File: config.mk
export PLATFORM = sky130hd
export DESIGN_NAME = owire_master
export DESIGN_NICKNAME = d
export VERILOG_FILES = /design/src/rtl/owm_pkg.sv /design/src/rtl/owm_sync.sv /design/src/rtl/owm_prescale.sv /design/src/rtl/owm_slot_ctrl.sv /design/src/rtl/owire_master.sv
export SDC_FILE = /design/constraint.sdc
export NUM_CORES = 1
export LEC_CHECK = 0
export BUFFER_PORTS_ARGS = -buffer_cell sky130_fd_sc_hd__buf_2
export CORE_MARGIN = 4
export CORE_UTILIZATION = 31
export DETAILED_ROUTE_END_ITERATION = 12
export PLACE_DENSITY = 0.51
export SLEW_MARGIN = 20
export SYNTH_ARGS = -nofsm -noshare
export SYNTH_HDL_FRONTEND = slang
export SYNTH_SLANG_ARGS = --single-unit
File: constraint.sdc
create_clock -name clk -period 4.9 [get_ports clk]
set_input_delay 0.49 -clock clk [delete_from_list [all_inputs] [get_ports clk]]
set_output_delay 0.49 -clock clk [all_outputs]
set_load 0.01 [all_outputs]
File: src/rtl/owm_pkg.sv
package owm_pkg;

    localparam int HALF_W = 12;

    typedef enum logic [1:0] {
        OP_RESET = 2'd0,
        OP_WRITE = 2'd1,
        OP_READ  = 2'd2,
        OP_NONE  = 2'd3
    } op_e;

    // all durations in half-microsecond units from slot start
    typedef struct packed {
        logic [HALF_W-1:0] low_end;
        logic [HALF_W-1:0] sample_at;
        logic [HALF_W-1:0] slot_end;
    } slot_tm_t;

    localparam int STD_RST_LOW   = 1000;
    localparam int STD_RST_SMP   = 1140;
    localparam int STD_RST_END   = 2000;
    localparam int STD_W0_LOW    = 120;
    localparam int STD_SHORT_LOW = 12;
    localparam int STD_BIT_SMP   = 26;
    localparam int STD_BIT_END   = 150;

    localparam int OD_RST_LOW    = 140;
    localparam int OD_RST_SMP    = 158;
    localparam int OD_RST_END    = 280;
    localparam int OD_W0_LOW     = 20;
    localparam int OD_SHORT_LOW  = 2;
    localparam int OD_BIT_SMP    = 3;
    localparam int OD_BIT_END    = 24;

    function automatic slot_tm_t pick_timing(input op_e op, input logic wbit,
                                             input logic fast);
        slot_tm_t t;
        if (op == OP_RESET) begin
            t.low_end   = HALF_W'(fast ? OD_RST_LOW : STD_RST_LOW);
            t.sample_at = HALF_W'(fast ? OD_RST_SMP : STD_RST_SMP);
            t.slot_end  = HALF_W'(fast ? OD_RST_END : STD_RST_END);
        end else begin
            if (op == OP_WRITE && !wbit)
                t.low_end = HALF_W'(fast ? OD_W0_LOW : STD_W0_LOW);
            else
                t.low_end = HALF_W'(fast ? OD_SHORT_LOW : STD_SHORT_LOW);
            t.sample_at = HALF_W'(fast ? OD_BIT_SMP : STD_BIT_SMP);
            t.slot_end  = HALF_W'(fast ? OD_BIT_END : STD_BIT_END);
        end
        return t;
    endfunction

endpackage

File: src/rtl/owm_sync.sv
module owm_sync #(
    parameter int   STAGES  = 2,
    parameter logic RST_VAL = 1'b1
) (
    input  logic clk,
    input  logic rst_n,
    input  logic d,
    output logic q
);
    logic [STAGES-1:0] chain_d, chain_q;

    always_comb begin
        chain_d = {chain_q[STAGES-2:0], d};
    end

    always_ff @(posedge clk or negedge rst_n) begin
        if (!rst_n) chain_q <= {STAGES{RST_VAL}};
        else        chain_q <= chain_d;
    end

    assign q = chain_q[STAGES-1];
endmodule

File: src/rtl/owm_prescale.sv
module owm_prescale #(
    parameter int DIV = 4
) (
    input  logic clk,
    input  logic rst_n,
    input  logic run,
    output logic tick
);
    localparam int CW = (DIV > 1) ? $clog2(DIV) : 1;
    localparam logic [CW-1:0] LAST = CW'(DIV - 1);

    logic [CW-1:0] cnt_d, cnt_q;

    always_comb begin
        if (!run || cnt_q == LAST) cnt_d = '0;
        else                       cnt_d = cnt_q + 1'b1;
    end

    always_ff @(posedge clk or negedge rst_n) begin
        if (!rst_n) cnt_q <= '0;
        else        cnt_q <= cnt_d;
    end

    assign tick = run && (cnt_q == LAST);
endmodule

File: src/rtl/owm_slot_ctrl.sv
module owm_slot_ctrl
    import owm_pkg::*;
(
    input  logic       clk,
    input  logic       rst_n,
    input  logic       cmd_valid,
    input  logic [1:0] cmd_op,
    input  logic       cmd_wbit,
    input  logic       overdrive,
    input  logic       tick,
    input  logic       line_lvl,
    output logic       busy,
    output logic       done,
    output logic       result,
    output logic       line_oe
);
    typedef struct packed {
        logic              busy;
        logic              done;
        logic              result;
        logic              oe;
        logic              is_rst;
        logic [HALF_W-1:0] elapsed;
        slot_tm_t          tm;
    } ctrl_t;

    ctrl_t st_d, st_q;
    logic [HALF_W-1:0] el_next;
    op_e op_in;

    always_comb begin
        op_in   = op_e'(cmd_op);
        st_d    = st_q;
        st_d.done = 1'b0;
        el_next = st_q.elapsed + 1'b1;
        if (!st_q.busy) begin
            if (cmd_valid && op_in != OP_NONE) begin
                st_d.busy    = 1'b1;
                st_d.oe      = 1'b1;
                st_d.is_rst  = (op_in == OP_RESET);
                st_d.elapsed = '0;
                st_d.tm      = pick_timing(op_in, cmd_wbit, overdrive);
            end
        end else if (tick) begin
            st_d.elapsed = el_next;
            if (el_next >= st_q.tm.low_end)
                st_d.oe = 1'b0;
            if (el_next == st_q.tm.sample_at)
                st_d.result = st_q.is_rst ? ~line_lvl : line_lvl;
            if (el_next == st_q.tm.slot_end) begin
                st_d.busy = 1'b0;
                st_d.done = 1'b1;
                st_d.oe   = 1'b0;
            end
        end
    end

    always_ff @(posedge clk or negedge rst_n) begin
        if (!rst_n) st_q <= '0;
        else        st_q <= st_d;
    end

    assign busy    = st_q.busy;
    assign done    = st_q.done;
    assign result  = st_q.result;
    assign line_oe = st_q.oe;
endmodule

File: src/rtl/owire_master.sv
module owire_master #(
    parameter int TICKS_PER_US = 8
) (
    input  logic       clk,
    input  logic       rst_n,
    input  logic       cmd_valid,
    input  logic [1:0] cmd_op,
    input  logic       cmd_wbit,
    input  logic       overdrive,
    input  logic       line_in,
    output logic       busy,
    output logic       done,
    output logic       result,
    output logic       line_oe,
    output logic       line_sync
);
    localparam int TICKS_PER_HALF = (TICKS_PER_US / 2 > 0) ? TICKS_PER_US / 2 : 1;

    logic tick;

    owm_sync #(.STAGES(2), .RST_VAL(1'b1)) u_sync (
        .clk  (clk),
        .rst_n(rst_n),
        .d    (line_in),
        .q    (line_sync)
    );

    owm_prescale #(.DIV(TICKS_PER_HALF)) u_pre (
        .clk  (clk),
        .rst_n(rst_n),
        .run  (busy),
        .tick (tick)
    );

    owm_slot_ctrl u_ctrl (
        .clk      (clk),
        .rst_n    (rst_n),
        .cmd_valid(cmd_valid),
        .cmd_op   (cmd_op),
        .cmd_wbit (cmd_wbit),
        .overdrive(overdrive),
        .tick     (tick),
        .line_lvl (line_sync),
        .busy     (busy),
        .done     (done),
        .result   (result),
        .line_oe  (line_oe)
    );
endmodule

Word-level counts from Yosys, hierarchy flattened --
Index checks and enable logic that the tools add are counted.
Word-level totals: logic and storage cells 58, output and inout port bits 5, bits in registers 57
Operators by class: $add $sub $neg 2, order comparisons 1, equal/unequal tests 7, mux-type cells 23, reduce and logical (&&, ||, !) cells 12, bitwise logic cells 2
Operators by type and width (number):
- $mux W50 | 1
- $mux W12 | 3
- $mux W36 | 1
- $eq A12 B12 Y1 | 2
- $mux W11 | 2
- $add A12 B1 Y12 const B | 1
- $ge A12 B12 Y1 | 1
- $mux W10 | 1
- $mux W4 | 2
- $mux W8 | 1
- $mux W1 | 7
- $mux W7 | 1
- $mux W2 | 3
- $reduce_and A3 Y1 | 2
- $mux W5 | 1
- $ne A2 B2 Y1 const B | 2
- $reduce_and A2 Y1 | 2
- $logic_and A1 B1 Y1 | 3
- $ne A3 B3 Y1 const B | 1
- $add A2 B1 Y2 const B | 1
- $eq A2 B1 Y1 const B | 1
- $eq A2 B2 Y1 const B | 1
- $logic_not A1 Y1 | 2
- $logic_not A2 Y1 | 1
- 3 further kinds | 4

Logic depth before layout (Yosys ltp) --
Gate-level depths: netlist of the first run.
depth after elaboration 6, depth in mapped cells 13, gate-level depth less buffers 12

Hierarchy --
From an unflattened synthesis of the first run, not the netlist that was laid out.
Second synthesis, totals: cells, all modules 234, area total of the unflattened synthesis 2232.1 sq um
By module, submodules not included:
- owm_slot_ctrl | instances 1, seq. area each 775.7 sq um, area an instance 2088.3 sq um, cells an instance 226
- owm_prescale | instances 1, seq. area each 50.0 sq um, area an instance 91.3 sq um, cells an instance 6
- owm_sync | instances 1, seq. area each 52.6 sq um, area an instance 52.6 sq um, cells an instance 2

Least setup slack after synthesis of the first run --
OpenSTA, ideal clock, no wires.
kind register to register, start point reg u_ctrl.st_q[36] in the netlist's numbering, end point reg u_ctrl.st_q, in the netlist u_ctrl.busy, setup time 0.126 ns, path slack 2.061 ns, data arrival time 2.713 ns, data required time 4.774 ns, cell stages (with the launch flop) 14, cells stage by stage dfrtp_1 buf_4 nand4_4 nor2_1 and3_1 xnor2_1 inv_1 ha_1 nand2_1 a221o_1 a2111oi_2 o2111ai_1 nor4_2 nor2_1
RTL lines:
- from (decl) | RTL line owm_slot_ctrl.sv:27 | ctrl_t st_d, st_q;
- from (signal assigned) | RTL line owm_slot_ctrl.sv:60 | else st_q <= st_d;

==> run summary, run 1 <==
Port Buffers: 12
row count: 32
CTS sink cnt: 35
HPWL Detailed: 4.219 mm
Die ar.: 0.009345 sq mm
Core Area: 0.007687 sq mm
worst min path class: in -> async
CTS clk-pin slew, worst paths: 0.07 ns
post-DR wirelength/cell: 15.44 um
Remaining DRCs: 0
Pins Over Slew Limit: 0
CTS resizes: 0
RSZ-0062 raised after global routing: no
relative slew slack: 43.10%
Final #Nets: 290
ys async rst share: 100.0%
cell family with most CP delay: simple AND/OR/NAND/NOR gates
overall power: 1.122 mW
Worst Max-Slew Pin Slew: 0.8535 ns
Max Cap Viol: 0
IR drop worst, VDD: 196.7 uV
Final TNS setup: 0 ns
initial antenna violation count: 0
die width: 96.67 um
routed metal-1 wirelength: 2.824 mm
vias in the first global route: 1,858
post-synth design cell area: 0.002437 sq mm
Critical Path Fanout Max: 10
setup repair bufs after CTS: 0
number of CTS-inserted buffers: 5
ANT nets after route: 0
post-synthesis cell count: 259
Worst path max stage delay: 0.61 ns
Starting Density: 31.71%
DRT iter0 DRCs: 131
Main synth FF type: dfrtp_1
Crit Path Class: reg -> reg
Yosys warnings: 0
die height: 96.67 um
status: finished, final reports clean
Critical Path End Type: flop
first-pass GRT wire length: 9.694 mm
Mean Syn Cell Area: 9.411 sq um
Final Hold Vio Count: 0
clk_skew: 0.005035 ns
Max Clk Rate: 302.6 MHz
CP Data Arrival Time: 3.48 ns
aggregate routed wire length: 5.651 mm
vias per cell: 4.910
post-route cell area: 0.002614 sq mm
CTS tree: done
layout cell share with drive strength beyond 1: 14.39%
post-synthesis sequential area ratio: 36.04%
met3 WL post-DR: 240 um
Worst Path Required: 5.07 ns
Startpoint Class: flop
Tcrit/Tclk final: 67.45%
Placed Area: 0.002526 sq mm
# setup viols final: 0
EDFF count, synth: 0
Area growth syn-to-layout: 7.238%
diode count: 0
Yosys cell types: 58
Critical Path, Cell by Cell: nand3_4 > nor2_1 > and3_1 > xnor2_1 > inv_1 > ha_1 > nand2_1 > a221o_1 > a2111oi_2 > o2111ai_1 > nor4_2 > nor2_1
FF+latch count, synth: 35
clock latency on the worst-skew pair: 0.28 ns
uppermost layer routed: met4
min Tclk post-route: 3.305 ns
Clock Path Buffers: 2
wire length on met2: 2.469 mm
CTS root buf: clkbuf_8
vias: 1,797
most frequent CP cell: nor2_1
Synth Net Count: 286
DRT Pass-1 Iters: 4
# H-tree levels: 2
gp weighted congestion: 0.8479
Crit-path slowest cell: dfrtp_1
Hold-fix buffers, CTS: 0
Pleak: 1.226 nW
PD cells: 429.3 mW/mm^2
largest net degree at the start of global routing: 36
crit path buf inv count: 1
grt ovf: 0
Total GRT Usage: 12.89%
IO Count: 13
Fillers: 808
-- worst paths after layout --
kind / end / slack [ns] / cells after the start / from
worst min register to register: u_sync.chain_q[1] / 0.36 / 0 / u_sync.chain_q[0]
min in group clk: u_sync.chain_q[0] / 0.30 / 1 / line_in
max in group asynchronous: u_ctrl.st_q[42] / 4.09 / 1 / rst_n
worst max register to register: u_ctrl.busy / 1.59 / 12 / u_ctrl.st_q[40]
worst max-delay path: u_ctrl.busy / 1.59 / 12 / u_ctrl.st_q[40]
worst min-delay path: u_ctrl.st_q[47] / 0.30 / 1 / rst_n
-- Yosys cell counts (3+ instances only) --
cell      count  area share (%)
nor2_1       13             2.0
nand2b_1      3            0.77
nand4_1       4             1.0
xor2_1        6             2.2
buf_4         4             1.2
inv_1        15             2.3
buf_6         4             1.8
ha_1         19             9.8
clkbuf_1      6            0.92
a22o_1        3             1.1
and3_1        4             1.0
a21oi_1       6             1.2
xnor3_1       3             2.8
o21ai_0      19             3.9
or2_2         3            0.77
nand2_1      39             6.0
mux2i_1       3             1.2
dfrtp_1      33              34
nor3_1        3            0.62
nand3_1       8             1.6
xnor2_1      12             4.3
o22ai_1       4             1.0
-- layer usage --
metal	vias up	global-route usage, %
met5	-	0
met4	0	4.320
met3	10	2.523
met2	34	19.11
met1	845	18.71
li1	908	-
-- registers in the layout, indices dropped and copies added (netlist names) --
register	flops
u_ctrl.line_oe	1
u_ctrl.busy	1
u_ctrl.result	1
u_ctrl.done	1
u_pre.cnt_q	2
u_ctrl.st_q	27
u_sync.chain_q	2
-- stage by stage --
stage          std cells  hold slack (ns)  utilization, %  setup WS [ns]
6_report             366           0.2958           34.00          1.595
3_5_place_dp         358           0.3491           32.86          1.581
4_1_cts              366           0.2868           33.97          1.553
2_1_floorplan        259           0.1944               -          2.061
5_1_grt              366           0.2853           34.00          1.236
3_3_place_gp         358           0.3453           32.86          1.685
-- cells by family (layout without fill, tap and decap cells) --
group / Yosys count / count (layout) / synth area share, %
simple gates: 100 / 100 / 23.72
compound gates: 48 / 48 / 12.73
flops: 35 / 35 / 36.04
buf+inv: 32 / 37 / 6.827
xor+xnor: 21 / 21 / 9.240
fa+ha+maj: 19 / 19 / 9.754
mux: 4 / 4 / 1.694
-- cell usage in the layout, fill, tap and decap left out, types with 2 or more instances in the layout --
cell and n:
nor2_1 13, xnor2_1 12, nor3b_1 2, buf_2 12, o22ai_1 4, nand2b_1 3
nand4_4 2, clkbuf_8 5, o31ai_1 2, nor3_1 3, ha_1 19, dfstp_2 2
nand4_1 4, a211oi_1 2, dfrtp_1 33, or2_2 3, and3_1 4, xor2_1 6
nand3_1 8, a22o_1 3, nand2_1 39, o21ai_0 19, inv_1 15, xnor3_1 3
a211o_1 2, nand3b_1 2, mux2i_1 3, a21o_1 2, a21oi_1 6
-- layout make-up --
class	count	area [sq um]	share of cell area [%]
inverters	16	60.06	2.298
clock buffers	6	72.57	2.776
clock inverters	2	12.51	0.4787
well taps	102	127.6	4.883
repair buffers	13	67.56	2.585
flip-flops and latches	35	878.3	33.60
multi-input cells	192	1395	53.37
-- report_power, final --
part	internal (mW)	leakage (nW)	switching, mW	total [mW]
Clock	0.0993	0.0412	0.106	0.206
Combinational	0.200	0.745	0.258	0.458
Sequential	0.361	0.440	0.0976	0.458
Total	0.660	1.23	0.462	1.12
(Power assumes the default switching activity.)
==> run 2: changes to the inputs <==
Settings changed: PLACE_DENSITY 0.51 to 0.53.
Clock period 4.9 ns to 2.7 ns, I/O delays scaled along.
==> run summary, run 2 (same netlist as run 1, synthesis figures left out) <==
PD cells: 853.4 mW/mm^2 (+99%)
Worst Max-Slew Pin Slew: 0.8147 ns (-0.03887 ns)
Pleak: 1.376 nW (+12%)
IR drop worst, VDD: 311.7 uV (+59%)
largest net degree at the start of global routing: 36 (unchanged)
grt ovf: 0 (unchanged)
Critical Path Fanout Max: 7 (-3)
number of CTS-inserted buffers: 5 (unchanged)
relative slew slack: 45.69% (+2.6 points)
Tcrit/Tclk final: 95.41% (+28 points)
CP Data Arrival Time: 2.80 ns (-0.68 ns)
Hold-fix buffers, CTS: 0 (unchanged)
CTS sink cnt: 35 (unchanged)
CTS root buf: clkbuf_8
Area growth syn-to-layout: 19.51%
status: finished, final reports clean
max FFs per register: 27 (unchanged)
Critical Path, Cell by Cell: buf_4 > ha_1 > buf_4 > xnor2_1 > inv_1 > ha_1 > nand2_1 > a21oi_1 > a211oi_2 > o31ai_1 > or3_1 > o21ai_1
clk_skew: 0.01296 ns (+0.007930 ns)
Worst path max stage delay: 0.41 ns (-0.20 ns)
Max Clk Rate: 388.2 MHz (+28%)
vias per cell: 4.928 (+0.38%)
gp weighted congestion: 0.8853 (+4.4%)
final hold slack: 0.05906 ns (-0.2368 ns)
Placed Area: 0.002714 sq mm (+7.4%)
Port Buffers: 12 (unchanged)
ANT nets after route: 0 (unchanged)
Core Area: 0.007687 sq mm (unchanged)
Final TNS setup: 0 ns (unchanged)
Final Hold Vio Count: 0 (unchanged)
CTS tree: done
vias in the first global route: 1,880 (+1.2%)
Crit-path slowest cell: dfrtp_1
die width: 96.67 um (unchanged)
first-pass GRT wire length: 9.639 mm (-0.57%)
diode count: 0 (unchanged)
Final #Nets: 315 (+8.6%)
area of the multi-input gates: 0.001475 sq mm (+5.7%)
aggregate routed wire length: 5.732 mm (+1.4%)
# setup viols final: 0 (unchanged)
Die ar.: 0.009345 sq mm (unchanged)
Worst Path Required: 2.93 ns (-2.14 ns)
vias: 1,927 (+7.2%)
Biggest register: u_ctrl.st_q
IO Count: 13 (unchanged)
Remaining DRCs: 0 (unchanged)
Total GRT Usage: 12.52% (-0.37 points)
Critical Path End Type: flop
CTS clk-pin slew, worst paths: 0.08 ns (about the same)
overall power: 2.486 mW (+120%)
DRT iter0 DRCs: 140 (+6.9%)
min Tclk post-route: 2.576 ns (-0.7291 ns)
# H-tree levels: 2 (unchanged)
Fillers: 799 (-1.1%)
most frequent cells in the layout: nand2_1, dfrtp_1, buf_4, o21ai_0, ha_1
layout cell share with drive strength beyond 1: 25.61% (+11 points)
clock latency on the worst-skew pair: 0.29 ns (about the same)
row count: 32 (unchanged)
Starting Density: 31.71% (unchanged)
top flop regs: u_ctrl.st_q x27, u_pre.cnt_q x2, u_sync.chain_q x2
Max Cap Viol: 0 (unchanged)
HPWL Detailed: 4.277 mm (+1.4%)
register area: 878.3 sq um (unchanged)
post-DR wirelength/cell: 14.66 um (-5.1%)
final setup margin: 0.1239 ns (-1.471 ns)
die height: 96.67 um (unchanged)
Clock Path Buffers: 2 (unchanged)
worst reg2reg path depth: 12 (unchanged)
worst min path class: in -> async
Startpoint Class: flop
Pins Over Slew Limit: 0 (unchanged)
post-route cell area: 0.002913 sq mm (+11%)
DRT Pass-1 Iters: 4 (unchanged)
Crit Path Class: reg -> reg
pre-CTS setup slack: 0.01651 ns (-1.565 ns)
most common cell after layout, fill and taps aside: nand2_1
initial antenna violation count: 0 (unchanged)
RSZ-0062 raised after global routing: yes
## run 2: changes by cell type in the layout (fill, tap and decap cells not counted), moves of 2 or more
| cell | delta |
|---|---|
| xnor2_2 | +2 |
| buf_4 | +25 |
| ha_4 | +2 |
| ha_1 | -2 |
| xnor2_1 | -2 |
## run 2: layer usage
layer	vias to the layer above	wire length (um)	part of all wire, %	track usage (%)
met1	934	2791	49	18.03
met5	-	0	0	0
met3	6	192	3.3	2.163
met4	0	38	0.66	2.268
li1	954	-	-	-
met2	33	2710	47	19.85
## run 2: per-stage QoR
stage	util [%]	cells
floorplan	-	259
global placement	35.30	382
detailed placement	35.30	382
CTS	36.82	390
global route	37.89	391
finish	37.89	391
## run 2: critical path, delay by kind of cell (launching register included)
family                     cells  cell delay [ns]
AOI/OAI and AO/OA              4             0.56
xor gates and xnor gates       1             0.23
adders and majority gates      2             0.51
buffers and inverters          3             0.42
DFF                            1             0.41
and+or+nand+nor                2             0.38
## run 2: path summary, 6_finish.rpt
check                                  startpoint  slack [ns]                 to
worst max-delay path              u_ctrl.st_q[36]        0.12     u_ctrl.line_oe
worst max register to register    u_ctrl.st_q[36]        0.12     u_ctrl.line_oe
min in group clk                          line_in        0.07  u_sync.chain_q[0]
worst min-delay path                        rst_n        0.06    u_ctrl.st_q[19]
worst min register to register  u_sync.chain_q[0]        0.36  u_sync.chain_q[1]
max in group asynchronous                   rst_n        2.11    u_ctrl.st_q[41]
## run 2: report_power, final
group          internal [mW]  switching [mW]  total [mW]
clock network          0.280           0.215       0.495
logic                  0.549           0.664        1.21
registers              0.663           0.115       0.778
## run 2: area by class of cell
| cell class | count | share of cell area (%) |
|---|---|---|
| clock inverter | 3 | 1.632 |
| tap | 102 | 4.381 |
| sequential | 35 | 30.15 |
| clock buffer | 5 | 2.363 |
| multi-input combinational | 192 | 50.64 |
| timing repair buffer | 38 | 8.763 |
| inverter | 16 | 2.062 |
## run 2: repair_timing
action,CTS,global route
buffers inserted,0,1
endpoints found under the setup margin,0,3
resized for setup,0,11
==> run 3: changes to the inputs <==
Settings changed: CORE_MARGIN 4 to default, HOLD_SLACK_MARGIN from default to 0.03.
==> run summary, run 3 (same netlist as run 1, synthesis figures left out) <==
worst min path class: in -> async
Final Hold Vio Count: 0 (unchanged)
initial antenna violation count: 0 (unchanged)
Core Area: 0.007408 sq mm (-3.6%)
CTS tree: done
placed cells: 379 (-0.79%)
Startpoint Class: flop
IO Count: 13 (unchanged)
Pleak: 1.360 nW (-1.1%)
Crit Path Class: reg -> reg
final core occ: 38.81% (+0.92 points)
IR drop worst, VDD: 276.8 uV (-11%)
Biggest register: u_ctrl.st_q
Remaining DRCs: 0 (unchanged)
Total GRT Usage: 14.93% (+2.4 points)
CTS clk-pin slew, worst paths: 0.08 ns (about the same)
reg-to-reg startpoint: u_ctrl.st_q[41]
Max Clk Rate: 388.3 MHz (about the same)
Pins Over Slew Limit: 0 (unchanged)
Fillers: 759 (-5.0%)
Starting Density: 32.90% (+1.2 points)
Worst Setup SP: u_ctrl.st_q[41]
Final #Nets: 314 (-0.32%)
post-DR wirelength/cell: 14.67 um (about the same)
first-pass GRT wire length: 9.522 mm (-1.2%)
Post-Layout Cell Count: 387 (-1.0%)
clk_skew: 0.01028 ns (-0.002687 ns)
Clock Path Buffers: 2 (unchanged)
Critical Path End Type: flop
DRT Pass-1 Iters: 4 (unchanged)
row count: 31 (-3.1%)
max FFs per register: 27 (unchanged)
layout cell share with drive strength beyond 1: 23.96% (-1.6 points)
status: finished, final reports clean
Critical Path, Cell by Cell: nand4_4 > nor2_4 > and3_4 > xnor2_2 > inv_2 > ha_4 > nand2_1 > a221o_1 > a2111oi_4 > o2111ai_2 > nor4_2 > nor2_1
ANT nets after route: 0 (unchanged)
Tcrit/Tclk final: 95.38% (about the same)
Area growth syn-to-layout: 17.97%
diode count: 0 (unchanged)
die width: 90.67 um (-6.2%)
vias in the first global route: 1,840 (-2.1%)
Critical Path Fanout Max: 3 (-4)
# setup viols final: 0 (unchanged)
vias: 1,869 (-3.0%)
die height: 90.67 um (-6.2%)
most frequent cells in the layout: nand2_1, dfrtp_1, buf_4, o21ai_0, ha_1
aggregate routed wire length: 5.676 mm (-0.98%)
relative slew slack: 45.85% (+0.16 points)
DRT iter0 DRCs: 65 (-54%)
Final TNS setup: 0 ns (unchanged)
CTS root buf: clkbuf_8
number of CTS-inserted buffers: 5 (unchanged)
min Tclk post-route: 2.575 ns (-0.0009170 ns)
PD cells: 845.8 mW/mm^2 (-0.88%)
clock latency on the worst-skew pair: 0.29 ns (about the same)
grt ovf: 0 (unchanged)
most common cell after layout, fill and taps aside: nand2_1
Hold-fix buffers, CTS: 0 (unchanged)
gp weighted congestion: 0.8064 (-8.9%)
HPWL Detailed: 4.194 mm (-1.9%)
top flop regs: u_ctrl.st_q x27, u_pre.cnt_q x2, u_sync.chain_q x2
Crit-path slowest cell: dfrtp_1
# H-tree levels: 2 (unchanged)
CTS sink cnt: 35 (unchanged)
area of the multi-input gates: 0.001449 sq mm (-1.8%)
Max Cap Viol: 0 (unchanged)
CP Data Arrival Time: 2.76 ns (-0.04 ns)
Port Buffers: 12 (unchanged)
Worst Path Required: 2.88 ns (-0.05 ns)
vias per cell: 4.829 (-2.0%)
register area: 878.3 sq um (unchanged)
Worst path max stage delay: 0.40 ns (about the same)
largest net degree at the start of global routing: 36 (unchanged)
Worst Max-Slew Pin Slew: 0.8122 ns (-0.002402 ns)
Die ar.: 0.008221 sq mm (-12%)
run 3: cell types whose count changed in the layout (fill, tap and decap cells not counted):
cell,delta
xnor2_1,+1
nand2_1,+1
ha_4,-1
ha_1,+1
nand2_2,-1
a21oi_2,-1
xnor2_2,-1
a21oi_1,+1
buf_4,-1
run 3: final timing paths:
check | end | slack [ns] | cells after the start
max | u_ctrl.busy | 0.12 | 12
min | u_ctrl.st_q[46] | 0.07 | 1
max reg2reg | u_ctrl.busy | 0.12 | 12
min reg2reg | u_sync.chain_q[1] | 0.36 | 0
max in group asynchronous | u_ctrl.st_q[39] | 2.12 | 1
min in group clk | u_sync.chain_q[0] | 0.07 | 1
run 3: critical path: cells and delay by family (launching register included):
kind                     cells  cell delay [ns]
AO/OA/AOI/OAI                3             0.72
adder cells (fa/ha/maj)      1             0.27
buffers and inverters        1             0.07
XOR/XNOR                     1             0.12
AND/OR/NAND/NOR              6             0.89
flip-flops                   1             0.40
run 3: area by class of cell:
class                   count  area share (%)
clock inverters             3           1.654
repair buffers             37           8.616
clock buffers               5           2.393
multi-input cells         192           50.39
inverters                  16           2.089
flip-flops and latches     35           30.55
well taps                  99           4.308
run 3: routing by layer:
metal	track usage (%)	share of wire [%]
met5	0	0
met4	2.957	0.48
met3	2.778	1.9
met2	24.12	46
met1	20.80	52
run 3: where the power goes:
group | internal, mW | switching (mW) | total, mW
clock network | 0.280 | 0.215 | 0.495
logic | 0.529 | 0.632 | 1.16
registers | 0.663 | 0.113 | 0.776
run 3: stage by stage:
step / setup slack [ns] / area [sq um] / total power [mW] / hold slack [ns]
final: 0.1248 / 2875 / 2.432 / 0.06566
after detailed placement: 0.03932 / 2710 / 1.893 / 0.3468
after floorplan: 0.003110 / 2445 / 1.540 / -0.02559
after CTS: 0.02823 / 2826 / 2.395 / 0.05871
after global routing: -0.002804 / 2875 / 2.647 / 0.04585
after global placement: 0.08136 / 2710 / 1.890 / 0.3477
run 3: what timing repair did:
action | in CTS | in global routing
buffers inserted | 0 | 0
gates resized for setup | 0 | 7
endpoints found under the setup margin | 0 | 3
